$ cat config.mk
export PLATFORM = sky130hd
export DESIGN_NAME = preset_reload_counter
export DESIGN_NICKNAME = d
export VERILOG_FILES = /design/src/rtl/prc_pkg.sv /design/src/rtl/prc_mode_dec.sv /design/src/rtl/prc_state_reg.sv /design/src/rtl/prc_term_gen.sv /design/src/rtl/preset_reload_counter.sv
export SDC_FILE = /design/constraint.sdc
export NUM_CORES = 1
export LEC_CHECK = 0
export ABC_CLOCK_PERIOD_IN_PS = 4600
export CORE_AREA = 2 2 39 41
export CTS_CLUSTER_DIAMETER = 50
export CTS_CLUSTER_SIZE = 30
export DETAILED_ROUTE_END_ITERATION = 10
export DIE_AREA = 0 0 41 43
export DONT_BUFFER_PORTS = 1
export PLACE_DENSITY = 0.53
export SLEW_MARGIN = 20
export SYNTH_ARGS = -nofsm -noshare
export SYNTH_HDL_FRONTEND = slang
export SYNTH_SLANG_ARGS = --single-unit
$ cat constraint.sdc
create_clock -name clk -period 4.6 [get_ports clk]
set_input_delay 0.46 -clock clk [delete_from_list [all_inputs] [get_ports clk]]
set_output_delay 0.46 -clock clk [all_outputs]
set_load 0.02 [all_outputs]
$ cat src/rtl/prc_pkg.sv
`timescale 1ns/1ps
package prc_pkg;
    typedef enum logic [2:0] {
        OP_HOLD   = 3'd0,
        OP_INC    = 3'd1,
        OP_WRAP   = 3'd2,
        OP_RELOAD = 3'd3,
        OP_LOAD   = 3'd4
    } op_e;
endpackage

$ cat src/rtl/prc_mode_dec.sv
`timescale 1ns/1ps
module prc_mode_dec
    import prc_pkg::*;
(
    input  logic load_n,
    input  logic cnt_en_n,
    input  logic reload,
    input  logic at_top,
    output op_e  op
);
    // Explicit load outranks hold, which outranks the terminal handling.
    always_comb begin
        unique casez ({load_n, cnt_en_n, reload, at_top})
            4'b0???: op = OP_LOAD;
            4'b11??: op = OP_HOLD;
            4'b10?0: op = OP_INC;
            4'b1001: op = OP_WRAP;
            4'b1011: op = OP_RELOAD;
            default: op = OP_HOLD;
        endcase
    end
endmodule

$ cat src/rtl/prc_state_reg.sv
`timescale 1ns/1ps
module prc_state_reg
    import prc_pkg::*;
#(
    parameter int W = 8
) (
    input  logic         clk,
    input  logic         clear,
    input  op_e          op,
    input  logic [W-1:0] preset,
    output logic [W-1:0] count
);
    localparam logic [W-1:0] ONE = W'(1);

    logic [W-1:0] count_nxt;

    always_comb begin
        unique case (op)
            OP_LOAD,
            OP_RELOAD: count_nxt = preset;
            OP_INC:    count_nxt = count + ONE;
            OP_WRAP:   count_nxt = '0;
            OP_HOLD:   count_nxt = count;
            default:   count_nxt = count;
        endcase
    end

    always_ff @(posedge clk or posedge clear) begin
        if (clear) count <= '0;
        else       count <= count_nxt;
    end
endmodule

$ cat src/rtl/prc_term_gen.sv
`timescale 1ns/1ps
module prc_term_gen #(
    parameter int W = 8
) (
    input  logic         clk,
    input  logic         clear,
    input  logic [W-1:0] count,
    output logic         at_top,
    output logic         term_n,
    output logic         div_pulse
);
    assign at_top = &count;
    assign term_n = ~at_top;

    always_ff @(posedge clk or posedge clear) begin
        if (clear) div_pulse <= 1'b0;
        else       div_pulse <= at_top;
    end
endmodule

$ cat src/rtl/preset_reload_counter.sv
`timescale 1ns/1ps
module preset_reload_counter
    import prc_pkg::*;
#(
    parameter int W = 8
) (
    input  logic         clk,
    input  logic         clear,
    input  logic         load_n,
    input  logic         cnt_en_n,
    input  logic         reload,
    input  logic [W-1:0] preset,
    output logic [W-1:0] count,
    output logic         term_n,
    output logic         div_pulse
);
    op_e  op;
    logic at_top;

    prc_mode_dec u_dec (
        .load_n   (load_n),
        .cnt_en_n (cnt_en_n),
        .reload   (reload),
        .at_top   (at_top),
        .op       (op)
    );

    prc_state_reg #(.W(W)) u_state (
        .clk    (clk),
        .clear  (clear),
        .op     (op),
        .preset (preset),
        .count  (count)
    );

    prc_term_gen #(.W(W)) u_term (
        .clk       (clk),
        .clear     (clear),
        .count     (count),
        .at_top    (at_top),
        .term_n    (term_n),
        .div_pulse (div_pulse)
    );
endmodule

Word level (Yosys, flattened, before mapping)
Cells that the tools add are included.

Flip-flop bits (word level): 9. Bits in latches: 0. Memory bits (writable): 0. Bits in read-only memories: 0. Input bits: 13. Logic and storage cells: 18. Memories: 0.

Add/sub/neg operators: 1. $mul: 0. Divide/modulo/power cells: 0. $lt $le $gt $ge: 0. Equality and inequality tests: 8. Shift operators: 0. Mux-type cells: 2. Bitwise logic cells: 2. Reduce and logical (&&, ||, !) cells: 3.

Operators by type and width (count): $pmux 8 s3 (1); $pmux 3 s5 (1); $add 8x1->8 const B (1); $eq 4x4->1 const B (2); $reduce_and 8->1 (1); $eq 3x2->1 const B (2); $eq 3x3->1 const B (2); $eq 3x1->1 const B (1); $reduce_bool 3->1 (1); $eq 2x2->1 const B (1); $not 1->1 (2); $reduce_or 2->1 (1).

Logic depth before layout (Yosys ltp)
Depth in word-level cells: 6. Depth in mapped cells: 5. Gate-level depth less buffers: 5.

Modules after synthesis
Synthesis repeated with hierarchy kept, for this count alone.

Cell total of the unflattened synthesis: 86. Area total of the unflattened synthesis: 726.9 um^2.

By module, submodules not included: prc_state_reg (instances 1, cells each 76, area each 643.1 um^2, seq. area each 200.2 um^2); prc_term_gen (instances 1, cells each 6, area each 51.3 um^2, seq. area each 25.0 um^2); prc_mode_dec (instances 1, cells each 4, area each 32.5 um^2, seq. area each 0.0 um^2).

Least setup slack after synthesis
Ideal clock, no wire load.

Path kind: register to register. Start: register u_state.count[0]. End: register u_state.count[6]. Library setup time: 0.126 ns. Data arrival time: 1.589 ns. Data required time: 4.474 ns. Path slack: 2.885 ns. Stages on the path, launching flop included: 6. Buffers on the path: 0. Clock period less this slack: 1.715 ns. Path through: dfrtp_1 -> ha_1 -> nand2_2 -> or3_1 -> o2bb2ai_1 -> a221o_1.

Word-level cells in the longest chain between the ends: 6. Elaborated cells on any way between the ends: 13. Those cells by class: 1 x add/sub; 7 x eq/ne; 2 x mux; 3 x reduce/logical.

RTL lines: start, declared (line prc_state_reg.sv:11) `output logic [W-1:0] count`; start signal, assigned (line prc_state_reg.sv:30) `else count <= count_nxt;`; $reduce_and 8->1 (line prc_term_gen.sv:12) `assign at_top = &count;`; $eq 4x4->1 or $eq 3x3->1 (tied branches) (line prc_mode_dec.sv:13) `unique casez ({load_n, cnt_en_n, reload, at_top})`; $pmux 3 s5 (line prc_mode_dec.sv:13); $eq 3x3->1 or $eq 3x2->1 (tied branches) (line prc_state_reg.sv:18) `unique case (op)`; $reduce_or 2->1 (line prc_state_reg.sv:18); $pmux 8 s3 or $reduce_bool 3->1 (tied branches).

Parallel ways exist; a longest one is shown, timed or not. A chain may end at the register's enable or synchronous reset.

Final worst setup path
Start: register u_state.count[0]. End: output term_n.

Word-level cells in the longest chain between the ends: 2.

RTL lines: $reduce_and 8->1 (line prc_term_gen.sv:12); named net at_top (line preset_reload_counter.sv:18) `logic at_top;`; $not 1->1 (line prc_term_gen.sv:13) `assign term_n = ~at_top;`; end, declared (line preset_reload_counter.sv:14) `output logic term_n,`.

The timed path passes the listed nets, and every way through them passes these cells.

==> impl_metrics.py <==
metrics = {
    "worst_setup_path": {
        "crit_fanout": 5,
        "cp-start-kind": "flop",
        "r2r-start": "u_state.count[0]",
        "worstRegToRegCells": 5,
        "cp_data_arrival_time_ns": 1.65,
        "crit_type": "reg2out",
        "critPathCaptureType": "output port",
        "worstPathRequired_ns": 4.14,
        "rr_endpoint": "u_state.count[6]",
        "reg2reg_slack_ns": 2.75,
    },
    "routing": {
        "drc": 0,
        "drt_pass1_iterations": 4,
        "avgViaCountPerCell": 5.91,
        "dr.first_iter.drc_count": 10,
        "num_vias": 479,
        "routedWlPerCell_um": 15.8,
        "wl_um": 1280,
        "ant_nets": 0,
    },
    "pwr": {
        "p_comb_share_pct": 13.3,
        "vdd_ir_drop_max_mv": 0.128,
        "switching_share_pct": 32.4,
        "finalPower_uw": 196,
        "p_int_uw": 132,
        "power.share.clock_pct": 32.3,
        "p_seq_share_pct": 54.4,
        "power.leakage_nw": 0.241,
        "p_switching_uw": 63.5,
        "p_per_area_mw_per_mm2": 332,
    },
    "clock_tree": {
        "hold_buffers": 0,
        "numCtsBuffers": 3,
        "clk_latency_ns": 0.27,
        "postCtsSetupBuffers": 0,
        "clock_sinks": 9,
        "cts-root-buf": "clkbuf_4",
        "clk_pin_slew_worst_paths_ns": 0.07,
        "cts_resized": 0,
        "cts_tree": "done",
        "clk_path_buf_depth": 2,
        "h-tree-depth": 1,
    },
    "logic_synthesis": {
        "ys_seq_area_share_pct": 40.4,
        "synth_area_um2": 557,
        "syn_area_per_cell_um2": 8.84,
        "ys_async_sr_fraction_pct": 100,
        "synth_top_area_share_pct": 40.4,
        "yosysTopAreaCell": "dfrtp_1",
        "synthCells": 63,
        "yosysUniqueCellTypes": 29,
        "synth.area.top_cells": "dfrtp_1, o21ai_0, nand2_1, and2b_1, a22o_1",
        "ys_ff_latch": 9,
        "syn_nets": 77,
        "synth_ff_type": "dfrtp_1",
        "synth_edf_count": 0,
        "yosysWarnings": 0,
    },
    "cells_and_area": {
        "final_design_area_no_fill_um2": 591,
        "diodes": 0,
        "fin_cells": 81,
        "syn_to_final_growth_pct": 6.07,
        "fin_util_pct": 42.7,
        "layout-drive-gt1-share_pct": 10.8,
        "final_cell_mix": "nand2_1, dfrtp_1, o21ai_0",
        "nets": 80,
    },
    "die": {
        "fp-row-count": 14,
        "ios": 23,
        "die_h_um": 43,
        "die_x_um": 41,
        "core_area_mm2": 0.00138,
        "die_area_mm2": 0.00176,
        "start_util_pct": 40.2,
    },
    "sta": {
        "finalMaxSlewViolations": 0,
        "fin_tns_setup_ns": 0,
        "hold_ws_ns": 0.0350,
        "grt_setup_unrepaired": "false",
        "finalClockSkew_ns": 0.00666,
        "fin_crit_sh_pct": 45.9,
        "worst_pin_slew_ns": 0.566,
        "fmax_mhz": 474,
        "report.final.setup_viol": 0,
        "slew_headroom_pct": 62.1,
        "setup_ws_ns": 2.49,
        "final_hold_viol_count": 0,
        "fin_crit_ns": 2.11,
    },
    "run": {
        "drv_cap": 0,
    },
    "global_route": {
        "grt_first_pass_wirelength_um": 2020,
        "grt_overflow_total": 0,
        "grt_max_degree": 11,
        "grt_util_all_layers_pct": 17.4,
        "grt_pass1_vias": 471,
        "antenna_found_initial": 0,
    },
    "place": {
        "place_ws_ns": 2.76,
        "gp_routability_congestion": 0.782,
        "post-dp-hpwl_um": 952,
        "dpl_cell_area_um2": 564,
        "port_buffers": 0,
        "place_inst": 77,
    },
    "outcome": {
        "status": "completed",
    },
    "worst_hold_path": {
        "holdCritPathClass": "in2async",
    },
}
==> how the worst max path moves through the flow <==
stage / startpoint / to / slack (ns)
floorplan: u_state.count[0] / u_state.count[6] / 2.88
global placement: u_state.count[0] / term_n / 2.76
detailed placement: u_state.count[0] / u_state.count[6] / 2.76
CTS: u_state.count[0] / term_n / 2.46
global route: u_state.count[0] / term_n / 2.32
finish: u_state.count[0] / term_n / 2.49
==> flip-flops by register name, summed over array words and instances, names as in the netlist <==
name,count
u_term.div_pulse,1
u_state.count,8
==> synthesized netlist by cell type, types with 2 or more instances <==
master,n
nand3_1,3
nor3_1,2
a22o_1,2
nand2_1,9
nand4_1,2
o21ai_0,8
and2b_1,3
dfrtp_1,9
nor2_1,2
inv_1,4
==> worst max-delay path, cell delays in order, from the launching register on <==
cell and delay (ns):
dfrtp_1 0.51, ha_1 0.31, nand4_1 0.16, nor2_1 0.24, inv_1 0.17
==> power by group through the flow <==
| stage | clock network [mW] | logic, mW | registers, mW |
|---|---|---|---|
| after floorplan | 0 | 0.0240 | 0.105 |
| after global placement | 0 | 0.0260 | 0.108 |
| after detailed placement | 0 | 0.0260 | 0.108 |
| after CTS | 0.0659 | 0.0264 | 0.106 |
| after global routing | 0.0718 | 0.0296 | 0.108 |
| final | 0.0633 | 0.0260 | 0.106 |
==> area by class of cell <==
| type | instances | area [um2] |
|---|---|---|
| Sequential cell | 9 | 225 |
| Multi-Input combinational cell | 48 | 304 |
| Fill cell | 144 | 793 |
| Clock buffer | 4 | 26.3 |
| Inverter | 4 | 15.0 |
| Tap cell | 16 | 20.0 |
==> cell families (layout without fill, tap and decap cells) <==
| kind of cell | after synthesis | in the layout | synth area share (%) |
|---|---|---|---|
| xor+xnor | 2 | 2 | 3.15 |
| fa+ha+maj | 1 | 1 | 2.25 |
| simple gates | 27 | 27 | 26.5 |
| buf+inv | 6 | 8 | 4.94 |
| flops | 9 | 9 | 40.5 |
| compound gates | 18 | 18 | 22.7 |
==> metal layers <==
| layer | vias up | GRT usage [%] | routed length (um) |
|---|---|---|---|
| met5 | - | 0 | 0 |
| met4 | 0 | 12.0 | 41 |
| li1 | 234 | - | - |
| met1 | 217 | 21.0 | 523 |
| met3 | 5 | 6.81 | 112 |
| met2 | 23 | 24.1 | 600 |
(Power assumes the default switching activity.)
